### src/rtl/can_dstf_pkg.sv
package can_dstf_pkg;

    // Number of equal raw bits after which the next opposite bit is a stuff bit.
    localparam int RUN_LEN = 5;

    // Distance past the last data bit where stuffing ends.
    localparam int TAIL_BITS = 17;

    typedef enum logic [1:0] {
        BK_NONE  = 2'd0,
        BK_FRAME = 2'd1,
        BK_STUFF = 2'd2
    } bit_kind_e;

    typedef struct packed {
        bit_kind_e kind;
        logic      val;
    } cls_t;

    // True when cur breaks a run of RUN_LEN equal prior bits.
    function automatic logic run_breaks(input logic [RUN_LEN-1:0] prior,
                                        input logic               cur);
        return ((prior == '0) && cur) || ((prior == '1) && !cur);
    endfunction

endpackage

### src/rtl/dstf_hist.sv
module dstf_hist
    import can_dstf_pkg::*;
#(
    parameter int RUN = RUN_LEN
) (
    input  logic           clk,
    input  logic           rst,
    input  logic           push,
    input  logic           restart,
    input  logic           cur,
    output logic [RUN-1:0] prior,
    output logic           full
);
    localparam int FW = $clog2(RUN + 1);

    logic [RUN-1:0] shr_q;
    logic [FW-1:0]  fill_q;

    always_ff @(posedge clk) begin
        if (rst) begin
            shr_q  <= '0;
            fill_q <= '0;
        end else if (push) begin
            if (restart) begin
                shr_q  <= {{(RUN-1){1'b0}}, cur};
                fill_q <= FW'(1);
            end else begin
                shr_q  <= {shr_q[RUN-2:0], cur};
                if (fill_q != FW'(RUN))
                    fill_q <= fill_q + FW'(1);
            end
        end
    end

    assign prior = shr_q;
    assign full  = (fill_q == FW'(RUN));

endmodule

### src/rtl/dstf_gate.sv
module dstf_gate
    import can_dstf_pkg::*;
#(
    parameter int CNT_W = 10
) (
    input  logic             clk,
    input  logic             rst,
    input  logic             adv,
    input  logic             restart,
    input  logic [CNT_W-1:0] limit,
    output logic [CNT_W-1:0] cnt,
    output logic             open
);
    localparam int          EW      = CNT_W + 1;
    localparam logic [CNT_W-1:0] CNT_MAX = '1;

    logic [CNT_W-1:0] cnt_q;
    logic [EW-1:0]    edge_w;

    always_ff @(posedge clk) begin
        if (rst)
            cnt_q <= '0;
        else if (restart)
            cnt_q <= CNT_W'(1);
        else if (adv && (cnt_q != CNT_MAX))
            cnt_q <= cnt_q + CNT_W'(1);
    end

    assign edge_w = {1'b0, limit} + EW'(TAIL_BITS);
    assign open   = ({1'b0, cnt_q} < edge_w);
    assign cnt    = cnt_q;

endmodule

### src/rtl/can_bit_destuffer.sv
module can_bit_destuffer
    import can_dstf_pkg::*;
#(
    parameter int CNT_W = 10
) (
    input  logic             clk,
    input  logic             rst,
    input  logic             raw_vld,
    input  logic             raw_first,
    input  logic             raw_bit,
    input  logic [CNT_W-1:0] last_data_bit,
    output logic             fbit_vld,
    output logic             stuff_vld,
    output logic             bit_val,
    output logic [CNT_W-1:0] frame_cnt
);
    localparam int EW = CNT_W + 1;

    logic [RUN_LEN-1:0] prior;
    logic               hist_full;
    logic               win_open;
    logic               restart;
    logic               is_stuff;
    logic               take_frame;
    cls_t               cls_d, cls_q;

    assign restart    = raw_vld && raw_first;
    assign is_stuff   = raw_vld && !raw_first && hist_full && win_open
                        && run_breaks(prior, raw_bit);
    assign take_frame = raw_vld && !is_stuff;

    dstf_hist #(.RUN(RUN_LEN)) u_hist (
        .clk     (clk),
        .rst     (rst),
        .push    (raw_vld),
        .restart (restart),
        .cur     (raw_bit),
        .prior   (prior),
        .full    (hist_full)
    );

    dstf_gate #(.CNT_W(CNT_W)) u_gate (
        .clk     (clk),
        .rst     (rst),
        .adv     (take_frame),
        .restart (restart),
        .limit   (last_data_bit),
        .cnt     (frame_cnt),
        .open    (win_open)
    );

    always_comb begin
        cls_d.val = raw_bit;
        if (!raw_vld)
            cls_d.kind = BK_NONE;
        else if (is_stuff)
            cls_d.kind = BK_STUFF;
        else
            cls_d.kind = BK_FRAME;
    end

    always_ff @(posedge clk) begin
        if (rst)
            cls_q <= '{kind: BK_NONE, val: 1'b0};
        else
            cls_q <= cls_d;
    end

    assign fbit_vld  = (cls_q.kind == BK_FRAME);
    assign stuff_vld = (cls_q.kind == BK_STUFF);
    assign bit_val   = cls_q.val;

    AST_STROBE_EXCL: assert property (@(posedge clk) disable iff (rst)
        !(fbit_vld && stuff_vld));

    AST_NO_SPONT: assert property (@(posedge clk) disable iff (rst)
        (fbit_vld || stuff_vld) |-> $past(raw_vld));

    AST_FIRST_FRAME: assert property (@(posedge clk) disable iff (rst)
        (raw_vld && raw_first) |=> (fbit_vld && frame_cnt == CNT_W'(1)));

    AST_STUFF_HOLD: assert property (@(posedge clk) disable iff (rst)
        stuff_vld |-> $stable(frame_cnt));

    AST_STUFF_WINDOW: assert property (@(posedge clk) disable iff (rst)
        (raw_vld && !raw_first
         && ({1'b0, frame_cnt} >= ({1'b0, last_data_bit} + EW'(TAIL_BITS))))
        |=> fbit_vld);

endmodule

### config.mk
export PLATFORM = sky130hd
export DESIGN_NAME = can_bit_destuffer
export DESIGN_NICKNAME = d
export VERILOG_FILES = /design/src/rtl/can_dstf_pkg.sv /design/src/rtl/dstf_hist.sv /design/src/rtl/dstf_gate.sv /design/src/rtl/can_bit_destuffer.sv
export SDC_FILE = /design/constraint.sdc
export NUM_CORES = 1
export LEC_CHECK = 0
export BUFFER_PORTS_ARGS = -buffer_cell sky130_fd_sc_hd__buf_2
export CORE_AREA = 2 2 55 57
export CTS_CLUSTER_DIAMETER = 150
export DETAILED_ROUTE_END_ITERATION = 6
export DIE_AREA = 0 0 57 59
export PLACE_DENSITY = 0.74
export SYNTH_ARGS = -nofsm -noshare
export SYNTH_HDL_FRONTEND = slang
export SYNTH_SLANG_ARGS = --single-unit
### constraint.sdc
create_clock -name clk -period 3.13 [get_ports clk]
set_clock_uncertainty 0.15 [all_clocks]
set_input_delay 0.313 -clock clk [delete_from_list [all_inputs] [get_ports clk]]
set_output_delay 0.313 -clock clk [all_outputs]
set_load 0.01 [all_outputs]
==> metrics.md <==
| Metric | Value |
|---|---|
| Post-DP Area | `roughly 1600 sq um` |
| Worst hold slack | `0.1031 ns` |
| Total Wirelength | `2.993 mm` |
| Hold Vio Cnt, Final | `0` |
| Number of setup buffers added after CTS | `0` |
| Vias/cell | `around 5.7` |
| Residual DRC | `0` |
| Max-slew headroom | `69.48%` |
| Worst hold path type | `input port to flop` |
| Peak supply drop | `around 360 uV` |
| Synth area leaders | `dfxtp_1, ha_1, nor2_1, xnor2_1, a21oi_1` |
| Netlist Area Pre-Place | `1435 sq um` |
| Post-synth top area share | `between 20% and 30%` |
| Critical setup path kind | `input port to flop` |
| Final Cycle Share | `87.34%` |
| Sum Neg Setup Slack | `0 ns` |
| Largest family of logic cells by synthesized area | `compound AO/OA/AOI/OAI gates` |
| Clock buffer depth | `2` |
| Pin slew with the least headroom to its limit | `between 0.4 and 0.5 ns` |
| Commonest non-fill, non-tap cell in the layout | `buf_2` |
| Status | `finished clean` |
| WP data required | `roughly 3.2 ns` |
| DRT iter0 DRCs | `27` |
| Top cell type by total area after synthesis | `dfxtp_1` |
| Largest net degree at the start of global routing | `14` |
| CP endpoint kind | `flop` |
| Initial DRT Pass Iterations | `4` |
| Die H | `59 microns` |
| Mux cell area share after synthesis | `between 2 and 2.5%` |
| Share of post-route cells with drive strength above 1 | `22.92%` |
| Worst EP arrival | `2.79 ns` |
| Xor-xnor portion of the synthesized cell area | `under 10%` |
| Max-Cap Viols | `0` |
| Minimum clock period after layout | `2.734 ns` |
| Initial antenna violation count | `0` |
| Post-CTS Resized | `0` |
| Global route overflow | `0` |
| Number of global-route vias before repair | `1226` |
| First-pass GRT wire length | `5.354 mm` |
| Worst skew pair latency | `about 0.30 ns` |
| Via Count | `1279` |
| Chip width | `57 microns` |
| YS warnings | `0` |
| Post-synthesis adder-cell area fraction | `11.33%` |
| PD cells | `309.0 nW/um^2` |
| Simple-gate share of the synthesized area | `22.41%` |
| Ant. Diodes | `0` |
| CTS tree | `done` |
| Htree depth | `1` |
| Final Cell Area | `1624 sq um` |
| Multi-input logic area | `965.9 sq um` |
| PortBufs | `27` |
| GRT Util Overall | `19.79%` |
| Initial Util | `between 50% and 60%` |
| # fillers | `250` |
| Std-Cell Rows | `19` |
| Core Footprint | `approximately 2700 sq um` |
| CTS root buffer | `clkbuf_4` |
| Detail Placement HPWL | `2.374 mm` |
| Register area share after synthesis | `around 29%` |
| Layout Nets | `about 220` |
| Worst-path clk slew | `about 0.11 ns` |
| Syn_nets | `between 150 and 200` |
| Crit-path max FO | `8` |
| Distinct cells, synth | `40` |
| RR Startpoint | `u_gate.cnt[4]` |
| Hold buffer count at cts | `0` |
| Worst Hold Launch | `raw_bit` |
| Post-Syn Instances | `164` |
| Post-synthesis compound-gate area fraction | `23.54%` |
| CP Launch Type | `input port` |
| Post-route ant nets | `0` |
| Unrepaired setup endpoints after global routing | `false` |
| Clock sink count | `21` |
| Die area | `approximately 3400 sq um` |
| Final Max Slew Viols | `0` |
| Highest Clock Rate | `0.3658 GHz` |
| Leakage | `0.0006756 uW` |
| Critical Path Start | `last_data_bit[0]` |
| DR WL/cell | `13.42 microns` |
| Syn avg cell area | `~8.8 sq um` |
| Register area | `between 400 and 500 sq um` |
| I/O pin cnt | `28` |
| Number of synthesized register bits | `21` |
| Area growth from synthesis to layout | `13.16%` |
| Routability congestion estimate | `0.8273` |
| CTS Buf Count | `3` |
| Most frequent cells in the layout | `buf_2, nor2_1, dfxtp_1` |
| Final-report setup violation count | `0` |
[routing by layer]
layer | routed length, microns | vias up | global-route usage [%]
li1 | - | 641 | -
met1 | 1370 | 611 | 26.05
met2 | 1479 | 25 | 33.83
met3 | 128 | 2 | 5.240
met4 | 15 | 0 | 2.326
met5 | 0 | - | 0
[path summary, 6_finish.rpt]
path | cells past startpoint | endpoint | slack, ns
setup reg to reg | 7 | u_gate.cnt[7] | 0.79
hold / removal | 2 | bit_val | 0.10
hold reg to reg | 2 | u_gate.cnt[8] | 0.37
setup / recovery | 12 | u_gate.cnt[7] | 0.40
[report_power, final]
part | internal [uW] | switching (uW)
Clock | 49.7 | 79.6
Sequential | 274 | 6.67
Combinational | 37.0 | 55.3
[sequential cells by signal, summed over array words and instances, names as in the netlist]
signal / flops
u_gate.cnt: 10
u_hist.prior: 5
u_hist.fill_q: 3
cls_q: 2
bit_val: 1
[cells in the mapped netlist]
| cell | instances |
|---|---|
| or2_2 | 1 |
| and3_2 | 1 |
| a41oi_1 | 1 |
| nor3_1 | 1 |
| mux2i_1 | 3 |
| a211oi_2 | 1 |
| or3_1 | 1 |
| a21oi_1 | 12 |
| nand4_1 | 3 |
| a221oi_4 | 1 |
| a211oi_1 | 7 |
| nor4b_1 | 1 |
| o211ai_4 | 1 |
| and3_1 | 3 |
| and4b_1 | 1 |
| nand2b_1 | 1 |
| a21oi_2 | 2 |
| a41oi_4 | 1 |
| inv_2 | 1 |
| o211ai_1 | 1 |
| ha_1 | 13 |
| inv_1 | 9 |
| nand3_1 | 6 |
| buf_1 | 2 |
| nor2_1 | 22 |
| nand4_4 | 1 |
| xnor2_1 | 7 |
| xor2_1 | 6 |
| dfxtp_1 | 21 |
| o21ai_0 | 3 |
| a31o_1 | 1 |
| a31o_2 | 2 |
| nor2b_1 | 4 |
| a21bo_1 | 1 |
| a31o_4 | 1 |
| clkbuf_1 | 1 |
| a2111oi_4 | 1 |
| nand2_1 | 16 |
| nand3b_1 | 2 |
| a21o_1 | 1 |
[worst max-delay path, cell delays in order]
cell	delay, ns
buf_2	0.12
ha_1	0.24
a31o_4	0.29
nand2_1	0.08
xor2_1	0.07
ha_1	0.29
nand4_1	0.11
a211oi_2	0.30
o211ai_4	0.18
a2111oi_4	0.47
a21oi_1	0.12
a31o_1	0.19
[cell type report]
cell class | count | area share [%]
Multi-Input combinational cell | 130 | 59.48
Sequential cell | 21 | 25.89
Tap cell | 31 | 2.388
Clock buffer | 4 | 1.618
Inverter | 10 | 2.311
Timing Repair Buffer | 27 | 8.321
[through the flow]
| step | utilization (%) | cells | worst slack [ns] | total power, uW |
|---|---|---|---|---|
| global route | 59.93 | 223 | 0.2321 | 528.2 |
| CTS | 59.93 | 223 | 0.4046 | 504.0 |
| global placement | 58.96 | 219 | 0.2032 | 374.3 |
| finish | 59.93 | 223 | 0.3962 | 501.8 |
| floorplan | - | 164 | 0.4086 | 345.3 |
| detailed placement | 58.96 | 219 | 0.09705 | 377.4 |
[logic make-up (layout without fill, tap and decap cells)]
kind of cell	after synthesis	in the layout
AOI/OAI and AO/OA	37	37
and+or+nand+nor	64	64
adders and majority gates	13	13
DFF	21	21
buffers and inverters	13	41
xor gates and xnor gates	13	13
muxes	3	3
No activity file was read; power rests on OpenSTA's default activity.
